**src/rtl/bounce_pkg.sv**
```systemverilog
package bounce_pkg;

  typedef enum logic {
    DIR_UP   = 1'b0,
    DIR_DOWN = 1'b1
  } dir_e;

endpackage

```
**src/rtl/bounce_dir_ctrl.sv**
```systemverilog
module bounce_dir_ctrl
  import bounce_pkg::*;
#(
  parameter int WIDTH = 4
) (
  input  logic             clk,
  input  logic             rst,
  input  logic [WIDTH-1:0] count,
  output dir_e             dir
);

  localparam logic [WIDTH-1:0] TOP_VAL   = '1;
  localparam logic [WIDTH-1:0] NEAR_TOP  = TOP_VAL - 1'b1;
  localparam logic [WIDTH-1:0] NEAR_BOT  = {{(WIDTH-1){1'b0}}, 1'b1};

  logic turn;

  // Decide one step early: the new direction is used from the next cycle on.
  always_comb begin
    turn = ((dir == DIR_UP)   && (count == NEAR_TOP)) ||
           ((dir == DIR_DOWN) && (count == NEAR_BOT));
  end

  always_ff @(posedge clk) begin
    if (rst) begin
      dir <= DIR_UP;
    end else if (turn) begin
      dir <= (dir == DIR_UP) ? DIR_DOWN : DIR_UP;
    end
  end

endmodule

```
**src/rtl/bounce_count_path.sv**
```systemverilog
module bounce_count_path
  import bounce_pkg::*;
#(
  parameter int WIDTH = 4
) (
  input  logic             clk,
  input  logic             rst,
  input  dir_e             dir,
  output logic [WIDTH-1:0] count
);

  logic [WIDTH-1:0] inc_val;
  logic [WIDTH-1:0] dec_val;
  logic [WIDTH-1:0] next_val;

  always_comb begin
    inc_val  = count + 1'b1;
    dec_val  = count - 1'b1;
    next_val = (dir == DIR_DOWN) ? dec_val : inc_val;
  end

  always_ff @(posedge clk) begin
    if (rst) begin
      count <= '0;
    end else begin
      count <= next_val;
    end
  end

endmodule

```
**src/rtl/bounce_counter.sv**
```systemverilog
module bounce_counter
  import bounce_pkg::*;
#(
  parameter int WIDTH = 4
) (
  input  logic             clk,
  input  logic             rst,
  output logic [WIDTH-1:0] count,
  output logic             dir_down
);

  localparam logic [WIDTH-1:0] TOP_VAL = '1;
  localparam logic [WIDTH-1:0] BOT_VAL = '0;

  dir_e dir_q;

  bounce_dir_ctrl #(.WIDTH(WIDTH)) u_dir (
    .clk   (clk),
    .rst   (rst),
    .count (count),
    .dir   (dir_q)
  );

  bounce_count_path #(.WIDTH(WIDTH)) u_path (
    .clk   (clk),
    .rst   (rst),
    .dir   (dir_q),
    .count (count)
  );

  assign dir_down = (dir_q == DIR_DOWN);

  // reset clears count and restores the upward direction
  assert_reset_state_R1: assert property (@(posedge clk)
    rst |=> (count == BOT_VAL) && !dir_down);

  assert_step_up_R2: assert property (@(posedge clk) disable iff (rst)
    (!dir_down && count != TOP_VAL) |=> count == $past(count) + 1'b1);

  assert_step_down_R3: assert property (@(posedge clk) disable iff (rst)
    (dir_down && count != BOT_VAL) |=> count == $past(count) - 1'b1);

  assert_top_dir_R4: assert property (@(posedge clk) disable iff (rst)
    (count == TOP_VAL) |-> dir_down);

  assert_bottom_dir_R4: assert property (@(posedge clk) disable iff (rst)
    (count == BOT_VAL) |-> !dir_down);

  assert_top_once_R5: assert property (@(posedge clk) disable iff (rst)
    (count == TOP_VAL) |=> count == TOP_VAL - 1'b1);

  assert_bottom_once_R6: assert property (@(posedge clk) disable iff (rst)
    (count == BOT_VAL) |=> count == BOT_VAL + 1'b1);

  assert_no_wrap_R7: assert property (@(posedge clk) disable iff (rst)
    (count == TOP_VAL) |=> count != BOT_VAL);

endmodule

```
**config.mk**
```make
export PLATFORM = sky130hd
export DESIGN_NAME = bounce_counter
export DESIGN_NICKNAME = d
export VERILOG_FILES = /design/src/rtl/bounce_pkg.sv /design/src/rtl/bounce_dir_ctrl.sv /design/src/rtl/bounce_count_path.sv /design/src/rtl/bounce_counter.sv
export SDC_FILE = /design/constraint.sdc
export NUM_CORES = 1
export LEC_CHECK = 0
export ABC_AREA = 1
export CORE_AREA = 8 8 45 47
export DETAILED_ROUTE_END_ITERATION = 10
export DIE_AREA = 0 0 53 55
export DONT_BUFFER_PORTS = 1
export GPL_TIMING_DRIVEN = 0
export HOLD_SLACK_MARGIN = 0.03
export PLACE_DENSITY = 0.44
export SYNTH_ARGS = -nofsm -noshare
export SYNTH_HDL_FRONTEND = slang
export SYNTH_SLANG_ARGS = --single-unit
```
**constraint.sdc**
```tcl
create_clock -name clk -period 1.45 [get_ports clk]
set_clock_uncertainty 0.15 [all_clocks]
set_input_delay 0.2175 -clock clk [delete_from_list [all_inputs] [get_ports clk]]
set_output_delay 0.2175 -clock clk [all_outputs]
set_load 0.05 [all_outputs]
```
* Word-level counts from Yosys, hierarchy flattened
Index checks and enable logic that the tools add are counted.
** Word-level totals
- Memory bits (read-only) :: 0
- RAM bits :: 0
- Input port bits :: 2
- Latch bits :: 0
- Word-level logic and storage cells :: 12
- Memories kept :: 0
- Output and inout port bits :: 5
- Bits in registers :: 5
** Operators by class
- Bitwise gates (word level) :: 1
- Multipliers :: 0
- Divide/modulo/power cells :: 0
- Equal/unequal tests :: 2
- Shifts and indexed selects :: 0
- $lt $le $gt $ge :: 0
- Add/sub/neg operators :: 2
- Mux-type cells :: 2
- Reduce and logical (&&, ||, !) cells :: 3
** Operators with widths (number)
- $add 4x1->4 const B :: 1
- $eq 4x1->1 const B :: 1
- $eq 4x4->1 const B :: 1
- $mux 4 :: 1
- $sub 4x1->4 const B :: 1
- $logic_and 1x1->1 :: 2
- $logic_or 1x1->1 :: 1
- $mux 1 :: 1
- $not 1->1 :: 1

* Longest topological paths before layout
- Depth in word-level cells :: 3
- Depth in mapped cells :: 8
- Mapped depth without buffers :: 8

* Cells and area by module
Synthesis repeated with hierarchy kept, for this count alone.
** Unflattened totals
- Cell total of the unflattened synthesis :: 38
- Area, all modules :: 279.0 µm²
** Modules (own cells, without submodules)
- bounce_count_path :: area an instance 215.2 µm², seq. area each 80.1 µm², cells each 27, times used 1
- bounce_dir_ctrl :: area an instance 63.8 µm², seq. area each 20.0 µm², cells each 11, times used 1

* Least setup slack after synthesis
Ideal clock, no wire load.
- Kind :: register to register
- Start :: register u_path.count[0]
- End :: register u_path.count[2]
- Setup time :: 113 ps
- Path buffers :: 0
- Stages on the path, launching flop included :: 9
- Clock period less this slack :: 1616 ps
- Setup slack :: -166 ps
- Data required time :: 1187 ps
- Arrival time :: 1353 ps
- Cell sequence :: dfxtp_1 -> inv_1 -> ha_1 -> inv_1 -> nand2_1 -> o21ai_1 -> nand2_1 -> nand2_1 -> nor2_1
** Between the ends
- Word-level cells in the longest chain between the ends :: 2
- Elaborated cells between the ends (all ways) :: 3
- Those cells by class :: add/sub (2); mux (1)
** RTL lines
- start, declared :: line bounce_count_path.sv:9 : output logic [WIDTH-1:0] count
- start signal, assigned :: line bounce_count_path.sv:26 : count <= next_val;
- $add 4x1->4 or $sub 4x1->4 (tied branches) :: line bounce_count_path.sv:17, bounce_count_path.sv:18
- $mux 4 (*) :: line bounce_count_path.sv:19 : next_val = (dir == DIR_DOWN) ? dec_val : inc_val;
Mark *: on every way between the ends. The rest lies on a longest branch, timed or not.
A chain may end at the register's enable or synchronous reset.

* Worst setup path after layout
- Start :: register u_path.count[1]
- End :: register u_path.count[2]
The elaborated chain is that of the path after synthesis.

==> impl_results.md <==
* Run status: finished, final reports clean
* Initial antenna violation count at 0
* Pre-CTS setup slack at -64.3 ps
* Fin crit share at 93.7%
* Static leakage power at 0.167 nW
* Antenna diodes at 0
* Top cell type by total area after synthesis: dfxtp_1
* CP max-delay cell: dfxtp_4
* Final hold slack at 414 ps
* P per Cell Area at 1080 nW/um^2
* WS Path Type: reg2reg
* CP cell instances: inv_1, ha_1, inv_1, nand2_1, o21ai_1, nand2_1, nand2_1, nor2_1
* First-pass GRT wire length at 945 um
* Worst skew pair latency at 250 ps
* Vias/cell at 3.77
* # IOs at 7
* Root buffer cell: clkbuf_4
* Total Wirelength at 610 um
* Flops & latches, synth at 5
* Fin. max-slew vios at 0
* Final #Nets at 52
* Synthesized cell area at 297 sq um
* Max VDD drop at 0.000570 V
* Clock buffer depth at 2
* Slew of the pin with the lowest slew margin at 617 ps
* DP Area at 319 sq um
* Post-synth top area share at 33.8%
* Total grt overflow at 0
* Vias at 230
* Core ar. at 1380 sq um
* Sequential-to-total area share from yosys stat at 33.8%
* Share of layout cells above drive strength 1 at 31.1%
* Yosys warning total at 0
* Critical Path Fanout Max at 5
* Pin count of the biggest net entering global routing at 8
* DR iter-0 viols at 6
* Final HPWL DP at 454 um
* Utilization after layout at 26.3%
* Clk slew on worst S/H paths at 50 ps
* Worst path most repeated cell: nand2_1
* Total CTS buffers at 3
* Die Y at 55 um
* Fmax at 0.736 GHz
* Bufs and invs on worst path at 2
* Syn Inst Count at 40
* TritonCTS clock tree: done
* Setup ws final at 91.1 ps
* Area growth, synth to finish at 22.8%
* Syn Area/Cell at 7.41 sq um
* Sink Count at 5
* HP Class: reg2reg
* Drt first pass iters at 2
* Final Cell Area at 364 sq um
* Vias in the first global route at 213
* Gpl congestion at 0.700
* Final ANT Viol Nets at 0
* GRT Util Overall at 4.75%
* Dominant cells by area after synthesis: dfxtp_1 (34%), ha_1 (17%), nand2_1 (11%)
* I/O Buffers at 0
* Net count after synthesis at 46
* RSZ-0062 raised after global routing: false
* Worst path top cell family by delay: flip-flops
* Critical Path End Type: flop
* WL/cell at 10.0 um
* Worst path max stage delay at 460 ps
* WP data arrival at 1350 ps
* CP Launch Type: flop
* Horiz. Die Dim at 53 um
* # DRC at 0
* Row count at 14
* Die Area at 2920 sq um
* Final hold vios at 0
* Rel. slew slack at 58.8%
* Initial Util at 21.4%
* Distinct cell type count after synthesis at 13
* Minimum clock period at 1360 ps
* Final setup violation count at 0
* CTS HTree Levels at 1
* Worst Path Required at 1450 ps
* Max Cap Viol at 0
==> cells in the final DEF, fill, tap and decap left out <==
master	netlist	final
inv_2	1	2
nor2_1	5	5
dfxtp_1	5	1
o21ai_1	1	1
dfxtp_2	0	2
dlygate4sd3_1	0	1
inv_1	6	5
xnor2_1	1	1
clkbuf_4	0	3
a21oi_1	3	3
ha_1	4	4
nand2_1	9	9
nand3_2	1	1
nor3_1	1	1
nand2_2	2	2
dfxtp_4	0	2
buf_6	1	1
clkinv_2	0	1
==> per-layer routing <==
| metal | GRT usage [%] | part of all wire [%] |
|---|---|---|
| met1 | 4.56 | 45 |
| met2 | 7.42 | 49 |
| met3 | 3.48 | 6.6 |
| met4 | 2.59 | 0 |
| met5 | 0 | 0 |
==> worst reg2reg max path, cell delays in order (launching register included) <==
cell and delay [ps]:
dfxtp_4 460, inv_1 110, ha_1 180, inv_1 50, nand2_1 40, o21ai_1 110, nand2_1 70, nand2_1 60
nor2_1 30
==> path summary, 6_finish.rpt <==
| path | from | end | slack [ps] | cells after the start |
|---|---|---|---|---|
| setup / recovery | u_path.count[1]$_SDFF_PP0_ | u_path.count[2]$_SDFF_PP0_ | 90 | 8 |
| hold / removal | u_path.count[0]$_SDFF_PP0_ | u_path.count[0]$_SDFF_PP0_ | 410 | 1 |
| setup reg to reg | u_path.count[1]$_SDFF_PP0_ | u_path.count[2]$_SDFF_PP0_ | 90 | 8 |
| hold reg to reg | u_path.count[0]$_SDFF_PP0_ | u_path.count[0]$_SDFF_PP0_ | 410 | 1 |
==> power by group <==
| part | total [mW] | switching [mW] | internal [mW] |
|---|---|---|---|
| clock | 0.166 | 0.0655 | 0.100 |
| sequential | 0.185 | 0.0387 | 0.146 |
| combinational | 0.0436 | 0.0244 | 0.0192 |
==> synth_stat cells <==
master	number
nor2_1	5
a21oi_1	3
o21ai_1	1
inv_2	1
nor3_1	1
dfxtp_1	5
xnor2_1	1
ha_1	4
nand2_1	9
nand2_2	2
inv_1	6
nand3_2	1
buf_6	1
==> through the flow <==
step	instances	power (mW)	setup TNS (ps)
finish	61	0.394	0
global route	61	0.425	0
CTS	61	0.403	0
detailed placement	56	0.229	-79.0
global placement	56	0.229	-74.6
floorplan	40	0.219	0
==> registers in the layout, indices dropped and copies added, names as in the netlist <==
name	count
u_dir.dir	1
u_path.count	4
==> kinds of logic (layout without fill, tap and decap cells) <==
group / after synthesis / after routing / synth area share, %
and+or+nand+nor: 18 / 18 / 27.0
DFF: 5 / 5 / 33.8
buffers and inverters: 8 / 13 / 12.7
adders and majority gates: 4 / 4 / 16.9
AOI/OAI and AO/OA: 4 / 4 / 6.75
xor gates and xnor gates: 1 / 1 / 2.95
==> layout make-up <==
cell class,count,area [sq um]
multi-input combinational,27,159
sequential,5,110
tap,16,20.0
buffer,1,11.3
clock inverter,1,5.00
fill,148,1020
timing repair buffer,1,10.0
clock buffer,3,22.5
inverter,7,26.3
==> timing repair <==
action,CTS,global route
endpoints found under the setup margin,3,1
gates resized for setup,4,1
setup buffers,0,0
hold endpoints to repair,5,0
hold buffers,1,0
No activity file was read; power rests on OpenSTA's default activity.
